[config.mk]
export PLATFORM = sky130hd
export DESIGN_NAME = osc_trim_seq
export DESIGN_NICKNAME = d
export VERILOG_FILES = /design/src/rtl/osc_trim_pkg.sv /design/src/rtl/osc_tick_div.sv /design/src/rtl/osc_delay_cnt.sv /design/src/rtl/osc_trim_drive.sv /design/src/rtl/osc_trim_seq.sv
export SDC_FILE = /design/constraint.sdc
export NUM_CORES = 1
export LEC_CHECK = 0
export ABC_AREA = 1
export BUFFER_PORTS_ARGS = -buffer_cell sky130_fd_sc_hd__buf_2
export CORE_ASPECT_RATIO = 0.75
export CORE_MARGIN = 2
export CORE_UTILIZATION = 30
export CTS_CLUSTER_SIZE = 40
export DETAILED_ROUTE_END_ITERATION = 12
export GPL_TIMING_DRIVEN = 0
export PLACE_DENSITY = 0.52
export REMOVE_ABC_BUFFERS = 1
export SETUP_SLACK_MARGIN = 0.05
export SYNTH_ARGS = -nofsm -noshare
export SYNTH_HDL_FRONTEND = slang
export SYNTH_SLANG_ARGS = --single-unit
[constraint.sdc]
create_clock -name clk -period 4.15 [get_ports clk]
set_input_delay 0.83 -clock clk [delete_from_list [all_inputs] [get_ports clk]]
set_output_delay 0.83 -clock clk [all_outputs]
set_load 0.01 [all_outputs]
[src/rtl/osc_trim_pkg.sv]
package osc_trim_pkg;

   typedef enum logic [2:0] {
      ST_IDLE        = 3'd0,
      ST_WAIT_TRIM   = 3'd1,
      ST_APPLY       = 3'd2,
      ST_WAIT_SETTLE = 3'd3,
      ST_SETTLED     = 3'd4
   } seq_state_e;

endpackage

[src/rtl/osc_tick_div.sv]
module osc_tick_div #(
   parameter int DIV = 4000
) (
   input  logic clk,
   input  logic rst_n,
   output logic tick
);
   generate
      if (DIV < 1) begin : g_bad_div
         $error("osc_tick_div: DIV must be at least 1");
      end
      if (DIV == 1) begin : g_pass
         assign tick = 1'b1;
      end else begin : g_count
         localparam int CW = $clog2(DIV);
         localparam logic [CW-1:0] LAST = CW'(DIV - 1);
         logic [CW-1:0] cnt_q;
         always_ff @(posedge clk) begin
            if (!rst_n)              cnt_q <= '0;
            else if (cnt_q == LAST)  cnt_q <= '0;
            else                     cnt_q <= cnt_q + 1'b1;
         end
         assign tick = (cnt_q == LAST);
      end
   endgenerate
endmodule

[src/rtl/osc_delay_cnt.sv]
module osc_delay_cnt #(
   parameter int W = 4
) (
   input  logic         clk,
   input  logic         rst_n,
   input  logic         load,
   input  logic [W-1:0] load_val,
   input  logic         run,
   input  logic         tick,
   output logic         expire
);
   logic [W-1:0] cnt_q;

   always_ff @(posedge clk) begin
      if (!rst_n)            cnt_q <= '0;
      else if (load)         cnt_q <= load_val;
      else if (run && tick)  cnt_q <= cnt_q - 1'b1;
   end

   assign expire = run && tick && (cnt_q == W'(1));
endmodule

[src/rtl/osc_trim_drive.sv]
module osc_trim_drive
   import osc_trim_pkg::*;
#(
   parameter int TW = 8
) (
   input  logic          clk,
   input  logic          rst_n,
   input  logic          en,
   input  seq_state_e    state,
   input  logic [TW-1:0] stored,
   output logic [TW-1:0] drive
);
   logic rest, follow;

   assign rest   = !en || (state == ST_IDLE) || (state == ST_WAIT_TRIM);
   assign follow = (state == ST_APPLY) || (state == ST_SETTLED);

   always_ff @(posedge clk) begin
      if (!rst_n)       drive <= '0;
      else if (rest)    drive <= '0;
      else if (follow)  drive <= stored;
   end
endmodule

[src/rtl/osc_trim_seq.sv]
module osc_trim_seq
   import osc_trim_pkg::*;
#(
   parameter int TICK_DIV       = 4000,
   parameter int TRIM_W         = 8,
   parameter int DLY_W          = 4,
   parameter int TRIM_DLY_RST   = 10,
   parameter int SETTLE_DLY_RST = 2
) (
   input  logic              clk,
   input  logic              rst_n,
   input  logic              osc_en,
   input  logic              cfg_we,
   input  logic [DLY_W-1:0]  cfg_trim_dly,
   input  logic [DLY_W-1:0]  cfg_settle_dly,
   input  logic              trim_we,
   input  logic [TRIM_W-1:0] trim_wdata,
   output logic [TRIM_W-1:0] trim_out,
   output logic              settled,
   output logic              trim_ready
);
   localparam int DLY_MAX = (1 << DLY_W) - 1;

   generate
      if (TRIM_W < 1) begin : g_bad_tw
         $error("osc_trim_seq: TRIM_W must be at least 1");
      end
      if (DLY_W < 1) begin : g_bad_dw
         $error("osc_trim_seq: DLY_W must be at least 1");
      end
      if (TRIM_DLY_RST > DLY_MAX || SETTLE_DLY_RST > DLY_MAX) begin : g_bad_rst
         $error("osc_trim_seq: delay reset value exceeds field width");
      end
   endgenerate

   logic [DLY_W-1:0]  trim_dly_q, settle_dly_q;
   logic [TRIM_W-1:0] trim_reg_q;
   seq_state_e        st_q, st_d;
   logic              tick, expire, load;
   logic [DLY_W-1:0]  load_val;
   logic              run;

   always_ff @(posedge clk) begin
      if (!rst_n) begin
         trim_dly_q   <= DLY_W'(TRIM_DLY_RST);
         settle_dly_q <= DLY_W'(SETTLE_DLY_RST);
         trim_reg_q   <= '0;
      end else begin
         if (cfg_we) begin
            trim_dly_q   <= cfg_trim_dly;
            settle_dly_q <= cfg_settle_dly;
         end
         if (trim_we) trim_reg_q <= trim_wdata;
      end
   end

   osc_tick_div #(.DIV(TICK_DIV)) u_div (
      .clk  (clk),
      .rst_n(rst_n),
      .tick (tick)
   );

   assign run = (st_q == ST_WAIT_TRIM) || (st_q == ST_WAIT_SETTLE);

   always_comb begin
      st_d     = st_q;
      load     = 1'b0;
      load_val = trim_dly_q;
      if (!osc_en) begin
         st_d = ST_IDLE;
      end else begin
         unique case (st_q)
            ST_IDLE: begin
               if (trim_dly_q == '0) st_d = ST_APPLY;
               else begin
                  st_d = ST_WAIT_TRIM;
                  load = 1'b1;
               end
            end
            ST_WAIT_TRIM:   if (expire) st_d = ST_APPLY;
            ST_APPLY: begin
               load_val = settle_dly_q;
               if (settle_dly_q == '0) st_d = ST_SETTLED;
               else begin
                  st_d = ST_WAIT_SETTLE;
                  load = 1'b1;
               end
            end
            ST_WAIT_SETTLE: if (expire) st_d = ST_SETTLED;
            ST_SETTLED:     st_d = ST_SETTLED;
            default:        st_d = ST_IDLE;
         endcase
      end
   end

   always_ff @(posedge clk) begin
      if (!rst_n) st_q <= ST_IDLE;
      else        st_q <= st_d;
   end

   osc_delay_cnt #(.W(DLY_W)) u_dly (
      .clk     (clk),
      .rst_n   (rst_n),
      .load    (load),
      .load_val(load_val),
      .run     (run),
      .tick    (tick),
      .expire  (expire)
   );

   osc_trim_drive #(.TW(TRIM_W)) u_drv (
      .clk   (clk),
      .rst_n (rst_n),
      .en    (osc_en),
      .state (st_q),
      .stored(trim_reg_q),
      .drive (trim_out)
   );

   assign settled    = (st_q == ST_SETTLED);
   assign trim_ready = (trim_out == trim_reg_q);
endmodule

**After elaboration in Yosys (flattened, before gate mapping)**

Cells that the tools add are included.

- Output and inout port bits: 10
- Logic and storage cells: 47
- Input port bits: 21
- Bits in registers: 43

- Bitwise logic cells: 1
- $add $sub $neg: 2
- Reduce and logical (&&, ||, !) cells: 15
- Multiplexer cells: 13
- Equal/unequal tests: 9

Operators with widths:

| cell | count |
|---|---|
| 2-to-1 mux 4 bit | 4 |
| case mux 3 bit (5 select lines) | 1 |
| adder 12 x 1 -> 12 bit, second input constant | 1 |
| == test 12 bit, second input constant | 1 |
| 2-to-1 mux 3 bit | 3 |
| == test 8 bit | 1 |
| logical NOT 4 bit | 2 |
| == test 3 x 2 -> 1 bit, second input constant | 2 |
| == test 4 x 1 -> 1 bit, second input constant | 1 |
| logical OR 1 bit | 4 |
| inequality test 2 bit, second input constant | 2 |
| AND reduction 2 bit | 2 |
| OR reduction 2 bit | 2 |
| subtractor 4 x 1 -> 4 bit, second input constant | 1 |
| == test 3 x 1 -> 1 bit, second input constant | 1 |
| == test 3 bit, second input constant | 1 |
| logical NOT 3 bit | 1 |
| 2-to-1 mux 1 bit | 3 |
| logical AND 1 bit | 2 |
| 2-to-1 mux 2 bit | 1 |
| case mux 1 bit (2 select lines) | 1 |
| nonzero test 2 bit | 1 |
| logical NOT 1 bit | 1 |
| inverter 1 bit | 1 |

**Longest topological paths before layout**

- Depth after elaboration: 6
- Mapped depth: 9

**Hierarchy**

Synthesis repeated with hierarchy kept, for this count alone.

- Cells, all modules: 306
- Area, all modules: 2142.1 um2

By module, submodules not included:

| module | instances | area each (um2) | cells an instance |
|---|---|---|---|
| osc_trim_seq | 1 | 920.9 | 134 |
| osc_tick_div | 1 | 574.3 | 78 |
| osc_trim_drive | 1 | 395.4 | 58 |
| osc_delay_cnt | 1 | 251.5 | 36 |

**Worst setup path before layout**

Ideal clock, no wire load.

- Kind: reg-to-output
- From: register u_drv.drive[2]
- To: output trim_ready
- Arrival: 974 ps
- Path slack: 2346 ps
- Cell stages (with the launch flop): 4
- Path buffers: 0
- Cells stage by stage: dfxtp_1 > xnor2_1 > nand4_1 > nor4_1

- Word-level cells in the longest chain between the ends: 1

Ends and longest elaborated chain:

| element | RTL line | RTL |
|---|---|---|
| from (decl) | osc_trim_drive.sv:11 | `output logic [TW-1:0] drive` |
| from (signal assigned) | osc_trim_drive.sv:21 | `else if (follow) drive <= stored;` |
| == test 8 bit | osc_trim_seq.sv:121 | `assign trim_ready = (trim_out == trim_reg_q);` |
| to (decl) | osc_trim_seq.sv:20 | `output logic trim_ready` |

No other way between the ends.

**Worst setup path in the final report**

- From: register trim_reg_q[7]
- To: output trim_ready

- Word-level cells in the longest chain between the ends: 1

Ends and longest elaborated chain:

| element | RTL line | RTL |
|---|---|---|
| from (decl) | osc_trim_seq.sv:37 | `logic [TRIM_W-1:0] trim_reg_q;` |
| from (signal assigned) | osc_trim_seq.sv:53 | `if (trim_we) trim_reg_q <= trim_wdata;` |
| == test 8 bit | osc_trim_seq.sv:121 |  |

No other way between the ends.

==> qor.csv <==
metric,value,unit
syn-instance-count,302,
synth_fa_ha_area_share,1.80,%
die_x,100,um
grt_max_degree,23,
ant_nets,0,
synth.ff_latch_count,43,
synth_xor_xnor_area_share,4.20,%
grt_pass1_vias,1751,
initial_core_util,30.8,%
cap_violations,0,
port_buffers,30,
drt_pass1_iterations,4,
dr.first_iter.drc_count,98,
synthTopCellsByCount,"nor2_1 (67), nand2_1 (55), dfxtp_1 (43)",
area.growth.synth_to_final,17.0,%
coreArea,0.00677,mm^2
yosysMostFrequentCell,nor2_1,
hp-class,register to register,
synth_warnings,0,
period_share,51.6,%
pwr_density_cell,363,mW/mm^2
cp_max_fo,3,
rsz0062_at_grt,no,
cpPeakStageDelay,0.38,ns
critPathLaunchType,register,
cts-root-buf,clkbuf_8,
cts.htree.levels,2,
hpwl,3.36,mm
ys_dominant_reg_cell,dfxtp_1,
min_period,2.14,ns
die_y,76.2,um
grt_pass1_wl,8.05,mm
worst_clock_skew,0.00644,ns
yosysTopAreaCellShare,41.2,%
synth_cell_types,30,
async_reset_ff_share,0,%
via_per_inst,4.55,
synth_edf_count,0,
crit_slowest_cell,dfxtp_1,
ir_drop,0.149,mV
drive_gt1_share,15.2,%
final_max_slew_viol_count,0,
setup_viol,0,
ioPinCount,31,
crit_required,3.32,ns
synth_area_leaders,"dfxtp_1 (41%), nor2_1 (12%), nand2_1 (9.9%)",
synthMuxAreaShare,0,%
synth_top_area_cell,dfxtp_1,
grtUsageTotal,12.8,%
placed_cell_area,0.00232,mm^2
clock_sinks,43,
status,"complete, no violations",
synthesis.area,0.00209,mm^2
drc,0,
synth_top_family_by_area,simple AND/OR/NAND/NOR gates,
fill_cells,733,
max-slew-margin-rel,64.0,%
overflow,0,
cp-end-kind,output pin,
yosysSeqAreaShare,41.2,%
antenna_found_initial,0,
max_freq,467,MHz
cts_resized,0,
clk_pin_slew,0.08,ns
cellLeakagePower,0.00111,uW
avgSynthCellArea,6.91,um^2
cp_top_family,flip-flops,
multi_input_comb_area,0.00108,mm^2
post_cts_buffers,0,
rows,26,
cts_made_buffers,5,
nNetsFinal,359,
path_class,register to output pin,
tns,0,ns
antenna_cells,0,
worst_pin_slew,0.541,ns
fin_area,0.00244,mm^2
synth-compound-area-share,11.0,%
die_area,0.00765,mm^2
ctsLongestPathBuffers,2,
hold_viol,0,
gp_congestion,0.793,
cp.arrival,1.31,ns
yosys.area_share.simple,35.0,%
insertion_delay,0.29,ns
path_cells,"xnor2_1, nand4_1, nor4_1, buf_2",
via_count,1913,
cts_hold_buf,0,
routed_wl,4.50,mm
timing.critical_path.buf_inv,1,
register_area,861,um^2
cts_tree,built,
wl_per_cell,10.7,um
holdWs,0.456,ns
## flip-flops by register name, indices dropped and copies added (netlist names)
signal	count
trim_reg_q	8
trim_dly_q	4
settle_dly_q	4
u_dly.cnt_q	4
u_drv.drive	8
st_q	3
u_div.g_count.cnt_q	12
## where the power goes
group	total, uW	switching (uW)	internal, uW
logic	102	61.6	40.6
clock network	339	144	195
registers	447	15.9	431
## through the flow
stage / setup slack, ns / std cells / power [uW] / utilization (%)
after floorplan: 2.35 / 298 / 526 / -
after global placement: 2.01 / 412 / 558 / 34.4
after detailed placement: 1.98 / 412 / 560 / 34.4
after CTS: 1.98 / 420 / 906 / 36.1
after global routing: 1.87 / 420 / 940 / 36.1
final: 2.01 / 420 / 888 / 36.1
## worst paths after layout
kind / depth (start not counted) / to / slack, ns / start
worst min-delay path: 1 / u_div.g_count.cnt_q[0] / 0.46 / u_div.g_count.cnt_q[0]
worst max register to register: 9 / u_div.g_count.cnt_q[10] / 2.52 / u_div.g_count.cnt_q[0]
worst min register to register: 1 / u_div.g_count.cnt_q[0] / 0.46 / u_div.g_count.cnt_q[0]
worst max-delay path: 4 / trim_ready / 2.01 / trim_reg_q[7]
## layout make-up
type                    count  share of cell area, %
flip-flops and latches     43                   35.2
clock buffers               6                   3.38
multi-input cells         222                   44.4
inverters                  33                   5.07
well taps                  84                   4.30
repair buffers             30                   6.15
clock inverters             2                   1.43
## worst register-to-register path: stages, from the launching register on
cell	delay (ns)
dfxtp_1	0.37
ha_1	0.20
nand2_1	0.08
nor2_2	0.19
nand2_1	0.13
inv_1	0.09
nand2_1	0.10
nor2_1	0.13
xor2_1	0.16
nor2_1	0.05
## cell usage in the layout (no fill, tap or decap), types with 3 or more instances in the layout
cell type / instances
nor3_1: 5
inv_1: 30
nand2_2: 3
buf_2: 30
a21oi_1: 13
nand4_1: 5
xor2_1: 6
nand3_1: 19
nor2_1: 67
clkbuf_8: 6
o21ai_0: 25
nand2_1: 55
ha_1: 3
dfxtp_1: 43
nor3b_1: 3
xnor2_1: 4
## cell families (layout without fill, tap and decap cells)
family / count (synthesis) / after routing
AO/OA/AOI/OAI: 44 / 44
flip-flops: 43 / 43
buffers and inverters: 37 / 71
AND/OR/NAND/NOR: 165 / 165
adder cells (fa/ha/maj): 3 / 3
XOR/XNOR: 10 / 10
## per-layer routing
metal / share of wire, % / wire (um) / vias to the layer above / GRT usage [%]
li1: - / - / 1036 / -
met1: 54 / 2450 / 838 / 18.8
met2: 40 / 1800 / 37 / 18.3
met3: 5.0 / 226 / 2 / 3.94
met4: 0.42 / 19 / 0 / 2.88
met5: 0 / 0 / - / 0
No activity file was read; power rests on OpenSTA's default activity.
